[config.mk]
export PLATFORM = sky130hd
export DESIGN_NAME = pt_walker
export DESIGN_NICKNAME = d
export VERILOG_FILES = /design/src/rtl/ptw_pkg.sv /design/src/rtl/ptw_ctrl.sv /design/src/rtl/ptw_datapath.sv /design/src/rtl/pt_walker.sv
export SDC_FILE = /design/constraint.sdc
export NUM_CORES = 1
export LEC_CHECK = 0
export BUFFER_PORTS_ARGS = -buffer_cell sky130_fd_sc_hd__buf_2
export CAP_MARGIN = 20
export CORE_MARGIN = 2
export CORE_UTILIZATION = 40
export CTS_CLUSTER_DIAMETER = 60
export DETAILED_ROUTE_END_ITERATION = 7
export HOLD_SLACK_MARGIN = 0.06
export PLACE_DENSITY = 0.73
export SLEW_MARGIN = 30
export SYNTH_ARGS = -nofsm -noshare
export SYNTH_HDL_FRONTEND = slang
export SYNTH_SLANG_ARGS = --single-unit
export TNS_END_PERCENT = 1
[constraint.sdc]
create_clock -name clk -period 3.55 [get_ports clk]
set_input_delay 0.71 -clock clk [delete_from_list [all_inputs] [get_ports clk]]
set_output_delay 0.71 -clock clk [all_outputs]
set_load 0.005 [all_outputs]
[src/rtl/ptw_pkg.sv]
package ptw_pkg;
  typedef struct packed {
    logic start;    // capture request, load root base
    logic advance;  // entry is a pointer, descend one level
    logic finish;   // entry ends the walk, latch result
  } walkCtl_t;
endpackage

[src/rtl/ptw_ctrl.sv]
module ptw_ctrl
  import ptw_pkg::*;
(
  input  logic     clk,
  input  logic     rstN,
  input  logic     reqValid,
  output logic     reqReady,
  output logic     memReqValid,
  input  logic     memReqReady,
  input  logic     memRspValid,
  input  logic     rspTerminal,
  output logic     doneValid,
  output walkCtl_t ctl
);
  typedef enum logic [1:0] {S_IDLE, S_ISSUE, S_WAIT, S_DONE} state_t;
  state_t state, stateNext;

  always_comb begin
    stateNext = state;
    ctl = '0;
    unique case (state)
      S_IDLE:  if (reqValid) begin ctl.start = 1'b1; stateNext = S_ISSUE; end
      S_ISSUE: if (memReqReady) stateNext = S_WAIT;
      S_WAIT:  if (memRspValid) begin
                 if (rspTerminal) begin ctl.finish = 1'b1; stateNext = S_DONE; end
                 else begin ctl.advance = 1'b1; stateNext = S_ISSUE; end
               end
      S_DONE:  stateNext = S_IDLE;
      default: stateNext = S_IDLE;
    endcase
  end

  always_ff @(posedge clk) begin
    if (!rstN) state <= S_IDLE;
    else       state <= stateNext;
  end

  assign reqReady    = (state == S_IDLE);
  assign memReqValid = (state == S_ISSUE);
  assign doneValid   = (state == S_DONE);

  assert_done_pulse_R10: assert property (@(posedge clk) disable iff (!rstN)
    doneValid |=> (!doneValid && reqReady));
  assert_busy_after_accept_R10: assert property (@(posedge clk) disable iff (!rstN)
    (reqValid && reqReady) |=> !reqReady);
  assert_no_req_when_idle_R10: assert property (@(posedge clk) disable iff (!rstN)
    reqReady |-> !memReqValid);
endmodule

[src/rtl/ptw_datapath.sv]
module ptw_datapath
  import ptw_pkg::*;
#(
  parameter int ADDR_W = 64,
  parameter int IDX_W  = 10,
  parameter int OFF_W  = 13,
  parameter int LVL_N  = 3
) (
  input  logic              clk,
  input  logic              rstN,
  input  walkCtl_t          ctl,
  input  logic [ADDR_W-1:0] reqVaddr,
  input  logic [1:0]        reqAccess,
  input  logic [ADDR_W-1:0] rootBase,
  output logic [ADDR_W-1:0] memReqAddr,
  input  logic [ADDR_W-1:0] memRspData,
  output logic              rspTerminal,
  output logic [ADDR_W-1:0] donePaddr,
  output logic [2:0]        donePerm,
  output logic              doneHuge,
  output logic [$clog2(LVL_N+1)-1:0] faultLevel
);
  localparam int LVL_W     = $clog2(LVL_N+1);
  localparam int PTE_SHIFT = 3;
  localparam int HUGE_LVL  = LVL_N - 2;
  localparam int HUGE_OFF  = OFF_W + IDX_W;

  logic [ADDR_W-1:0] vaReg, baseReg;
  logic [1:0]        accReg;
  logic [LVL_W-1:0]  lvlReg;
  logic [IDX_W-1:0]  idx;

  // index field for the current level
  always_comb begin
    idx = '0;
    for (int i = 0; i < LVL_N; i++)
      if (lvlReg == LVL_W'(i)) idx = vaReg[OFF_W + IDX_W*(LVL_N-1-i) +: IDX_W];
  end
  assign memReqAddr = baseReg + (ADDR_W'(idx) << PTE_SHIFT);

  // entry decode
  logic eValid, eRd, eWr, eEx, eLarge, atLast, atHuge, isFinal, badLarge, permOk, isFault;
  assign eValid   = memRspData[0];
  assign eRd      = memRspData[1];
  assign eWr      = memRspData[2];
  assign eEx      = memRspData[3];
  assign eLarge   = memRspData[4];
  assign atLast   = (lvlReg == LVL_W'(LVL_N-1));
  assign atHuge   = (lvlReg == LVL_W'(HUGE_LVL)) && eLarge;
  assign isFinal  = atLast || atHuge;
  assign badLarge = eLarge && (lvlReg != LVL_W'(HUGE_LVL));

  always_comb begin
    unique case (accReg)
      2'd0:    permOk = eRd;
      2'd1:    permOk = eWr;
      2'd2:    permOk = eEx;
      default: permOk = 1'b0;
    endcase
  end

  assign isFault     = !eValid || badLarge || (isFinal && !permOk);
  assign rspTerminal = isFault || isFinal;

  always_ff @(posedge clk) begin
    if (!rstN) begin
      vaReg <= '0; baseReg <= '0; accReg <= '0; lvlReg <= '0;
      donePaddr <= '0; donePerm <= '0; doneHuge <= 1'b0; faultLevel <= '0;
    end else begin
      if (ctl.start) begin
        vaReg   <= reqVaddr;
        accReg  <= reqAccess;
        baseReg <= rootBase;
        lvlReg  <= '0;
      end
      if (ctl.advance) begin
        baseReg <= {memRspData[ADDR_W-1:OFF_W], {OFF_W{1'b0}}};
        lvlReg  <= lvlReg + 1'b1;
      end
      if (ctl.finish) begin
        if (isFault) begin
          faultLevel <= lvlReg + 1'b1;
          donePaddr  <= '0;
          donePerm   <= '0;
          doneHuge   <= 1'b0;
        end else begin
          faultLevel <= '0;
          donePaddr  <= atHuge ? {memRspData[ADDR_W-1:HUGE_OFF], vaReg[HUGE_OFF-1:0]}
                               : {memRspData[ADDR_W-1:OFF_W], vaReg[OFF_W-1:0]};
          donePerm   <= {eEx, eWr, eRd};
          doneHuge   <= atHuge;
        end
      end
    end
  end

  assert_granted_access_R6: assert property (@(posedge clk) disable iff (!rstN)
    ctl.finish |=> (faultLevel != '0 || (accReg != 2'd3 && donePerm[accReg])));
  assert_huge_only_mid_R7: assert property (@(posedge clk) disable iff (!rstN)
    ctl.finish |=> (!doneHuge || lvlReg == LVL_W'(HUGE_LVL)));
  assert_level_bound_R3: assert property (@(posedge clk) disable iff (!rstN)
    ctl.advance |-> (lvlReg < LVL_W'(LVL_N-1)));
endmodule

[src/rtl/pt_walker.sv]
module pt_walker
  import ptw_pkg::*;
#(
  parameter int ADDR_W = 64,
  parameter int IDX_W  = 10,
  parameter int OFF_W  = 13,
  parameter int LVL_N  = 3
) (
  input  logic              clk,
  input  logic              rstN,
  input  logic              reqValid,
  output logic              reqReady,
  input  logic [ADDR_W-1:0] reqVaddr,
  input  logic [1:0]        reqAccess,
  input  logic [ADDR_W-1:0] rootBase,
  output logic              memReqValid,
  input  logic              memReqReady,
  output logic [ADDR_W-1:0] memReqAddr,
  input  logic              memRspValid,
  input  logic [ADDR_W-1:0] memRspData,
  output logic              doneValid,
  output logic [ADDR_W-1:0] donePaddr,
  output logic [2:0]        donePerm,
  output logic              doneHuge,
  output logic [$clog2(LVL_N+1)-1:0] faultLevel
);
  walkCtl_t ctl;
  logic     rspTerminal;

  ptw_ctrl i_ctrl (
    .clk, .rstN, .reqValid, .reqReady, .memReqValid, .memReqReady,
    .memRspValid, .rspTerminal, .doneValid, .ctl
  );

  ptw_datapath #(.ADDR_W(ADDR_W), .IDX_W(IDX_W), .OFF_W(OFF_W), .LVL_N(LVL_N)) i_dp (
    .clk, .rstN, .ctl, .reqVaddr, .reqAccess, .rootBase, .memReqAddr,
    .memRspData, .rspTerminal, .donePaddr, .donePerm, .doneHuge, .faultLevel
  );

  assert_req_hold_R11: assert property (@(posedge clk) disable iff (!rstN)
    (memReqValid && !memReqReady) |=> (memReqValid && $stable(memReqAddr)));
endmodule

==> impl_metrics.toml <==
[status]
outcome = "finished with violations"
violations = "negative setup slack"

[floorplanning]
initial_core_util_pct = 40.8
core.rowCount = 55
dieArea_sq_um = 24300
die_h_microns = 156
io-pin-count = 336
die_w_microns = 156
core_area_sq_um = 22600

[setup_path]
critPathBufInv = 7
critPathMaxStageDelay_ns = 0.36
cp.depth = 19
end_kind = "output port"
critPathMaxFanout = 13
crit_chain = "inv_4 -> ha_4 -> buf_12 -> nor2_2 -> a21oi_1 -> o21ai_2 -> ha_2 -> fa_2 -> a211oi_2 -> nor2_2 -> o21ai_1 -> buf_4 -> a2111oi_4 -> buf_6 -> buf_12 -> buf_16 -> nand3_2 -> xnor2_1 -> buf_2"
crit_arrival_ns = 3.42
cp_top_family = "buffers and inverters"
worstReg2RegStart = "i_dp.lvlReg[0]$_SDFFE_PN0P_"
regToRegSetupSlack_ns = 1.28
worst-r2r-cell-count = 10
cp-start-kind = "flop"
timing.rr.end = "i_dp.donePaddr[31]$_SDFFE_PN0P_"
cp.required_ns = 2.84
setup.worst_path.class = "reg -> out"
slowest_stage = "dfxtp_2"

[hold_path]
hold_end = "i_dp.baseReg[2]$_SDFFE_PP0P_"
hp-start = "i_dp.baseReg[2]$_SDFFE_PP0P_"
worstHoldPathType = "reg -> reg"
hold_path_depth = 2

[place]
dp.cells = 1728
place_ws_ns = -0.530
hpwl_microns = 20900
io_buffer_count = 306
post_dp_cell_area_sq_um = 11300
place_congestion = 0.928

[finish]
layout_commonest_cell = "nand2_1"
fin_area_sq_um = 12300
syn_to_final_growth_pct = 32.8
final_cell_mix = "nand2_1 (329), buf_2 (305), dfxtp_1 (181)"
stdcell_count = 1770
final_nets = 1684
fill_cells = 2142
drive_above_1_share_pct = 32.0

[logic_synthesis]
syn_nets = 1385
yosysSeqAreaShare_pct = 39.7
async_flop_share_pct = 0
syn_area_sq_um = 9230
syn_inst = 1172
synth_edf_count = 0
synth_seq_cells = 183
yosys_warnings = 0
ys_types = 52
synthFlopType = "dfxtp_1"
avgSynthCellArea_sq_um = 7.88
yosysTopAreaCell = "dfxtp_1"
synth_area_leaders = "dfxtp_1 (40%), nand2_1 (14%), a21boi_0 (9.1%)"
synth_top_area_share_pct = 39.7

[route]
first_iter_violations = 601
vias = 9316
drt_pass1_iterations = 7
routed_wl_microns = 29500
wl_per_cell_microns = 16.7
drc = 0
drt.antenna.violating_nets = 0
viasPerCell = 5.26

[grt]
grt_pass1_wl_microns = 46900
overflow = 0
grt_pass1_vias = 9174
track_usage_pct = 24.2
grt_max_degree = 77
antenna_found_initial = 2

[timing]
min_period_ns = 4.13
slew_headroom_pct = 53.8
drv_slew = 0
min_period_over_period_pct = 116
final.setup.worst_slack_ns = -0.582
finalSetupViolCount = 56
final.setup.tns_ns = -24.72
worst_pin_slew_ns = 0.693
finalHoldViolations = 0
finClkSkew_ns = 0.0112
rsz0062_at_grt = "yes"
fmax_mhz = 242

[clocking]
path_clk_slew_ns = 0.08
tritoncts = "done"
cts_sinks = 183
cts_buffers = 17
cts_max_path_buffers = 2
cts_htree_levels = 4
clock_latency_ns = 0.42
root_buffer = "clkbuf_16"

[pwr]
p_per_area_nw_per_um2 = 399
finalPower_mw = 4.89
peakVddDrop_mv = 0.276
power.leakage_nw = 5.82

[flow_run]
maxCapViolCount = 0
[repair_timing]
action                     in CTS  in global routing
setup buffers                   7                  0
pin swaps                      17                  5
hold buffers                    0                  0
resized for setup              60                  8
setup endpoints to repair      57                 57
gates cloned                    2                  0
[cells by family (layout without fill, tap and decap cells)]
group                    Yosys count  in the layout  synth area share [%]
buffers and inverters            101            413                  4.39
other                              0              1                     0
multiplexers                      10             10                  1.22
XOR/XNOR                          56             56                  5.31
AND/OR/NAND/NOR                  564            564                  27.4
flip-flops                       183            183                  39.7
AO/OA/AOI/OAI                    244            244                  20.0
adder cells (fa/ha/maj)           14             14                  1.98
[final cells by class]
type                       instances  area [sq um]  area share (%)
sequential                       183          3670            29.9
inverter                          10          40.0           0.327
antenna                            1          2.50          0.0204
clock buffer                      20           457            3.73
timing repair buffer             371          2160            17.7
tap                              285           357            2.91
multi-input combinational        888          5440            44.4
clock inverter                    12           130            1.06
[cell usage after synthesis (all sizes together) (2+ instances only)]
library cell / count
a211oi: 7
o21ai: 23
mux2: 10
o211a: 52
nand2: 334
a31oi: 2
o211ai: 4
clkbuf: 80
dfxtp: 183
ha: 13
and2: 6
nand3: 137
nor3: 9
nor2b: 7
and4: 6
nor2: 31
a21o: 5
xor2: 15
nand4: 12
nand2b: 2
and3: 10
a21boi: 112
or2: 3
inv: 10
buf: 11
a211o: 2
a21oi: 31
xnor2: 41
[worst min-delay path: stages (launching register included)]
cell,delay (ns)
dfxtp_1,0.31
nand2_1,0.05
a21oi_1,0.05
[where the power goes]
part / internal [mW] / switching [mW] / total (mW)
logic: 0.336 / 0.402 / 0.738
registers: 2.15 / 0.0862 / 2.23
clock network: 1.03 / 0.888 / 1.92
total: 3.52 / 1.38 / 4.89
[state kept, by name, indices dropped and copies added, names as in the netlist]
| name | cells |
|---|---|
| i_ctrl.state | 2 |
| i_dp.baseReg | 64 |
| i_dp.accReg | 2 |
| i_dp.doneHuge | 1 |
| i_dp.lvlReg | 2 |
| i_dp.donePerm | 3 |
| i_dp.vaReg | 43 |
| i_dp.donePaddr | 64 |
| i_dp.faultLevel | 2 |
[layer usage]
metal  global-route usage, %  vias up  wire length, microns
met3                    6.56       61                  2170
li1                        -     4607                     -
met2                    41.4      338                 14100
met5                       0        -                    27
met4                    9.04        4                   926
met1                    29.1     4306                 12200
[how the worst max path moves through the flow]
stage | startpoint | to | slack, ns
after detailed placement | i_dp.lvlReg[0]$_SDFFE_PN0P_ | memReqAddr[52] | -0.53
after global routing | i_dp.lvlReg[0]$_SDFFE_PN0P_ | memReqAddr[46] | -0.76
final | i_dp.lvlReg[1]$_SDFFE_PN0P_ | memReqAddr[39] | -0.58
after global placement | i_dp.lvlReg[0]$_SDFFE_PN0P_ | memReqAddr[60] | -0.48
after CTS | i_dp.lvlReg[1]$_SDFFE_PN0P_ | memReqAddr[37] | -0.56
after floorplan | i_dp.lvlReg[0]$_SDFFE_PN0P_ | memReqAddr[59] | -0.02
[per-stage QoR]
stage	utilization, %	hold WS (ns)
CTS	53.8	0.457
floorplan	-	0.437
detailed placement	49.9	0.446
finish	54.1	0.456
global placement	49.9	0.441
global route	54.1	0.481
(Power assumes the default switching activity.)
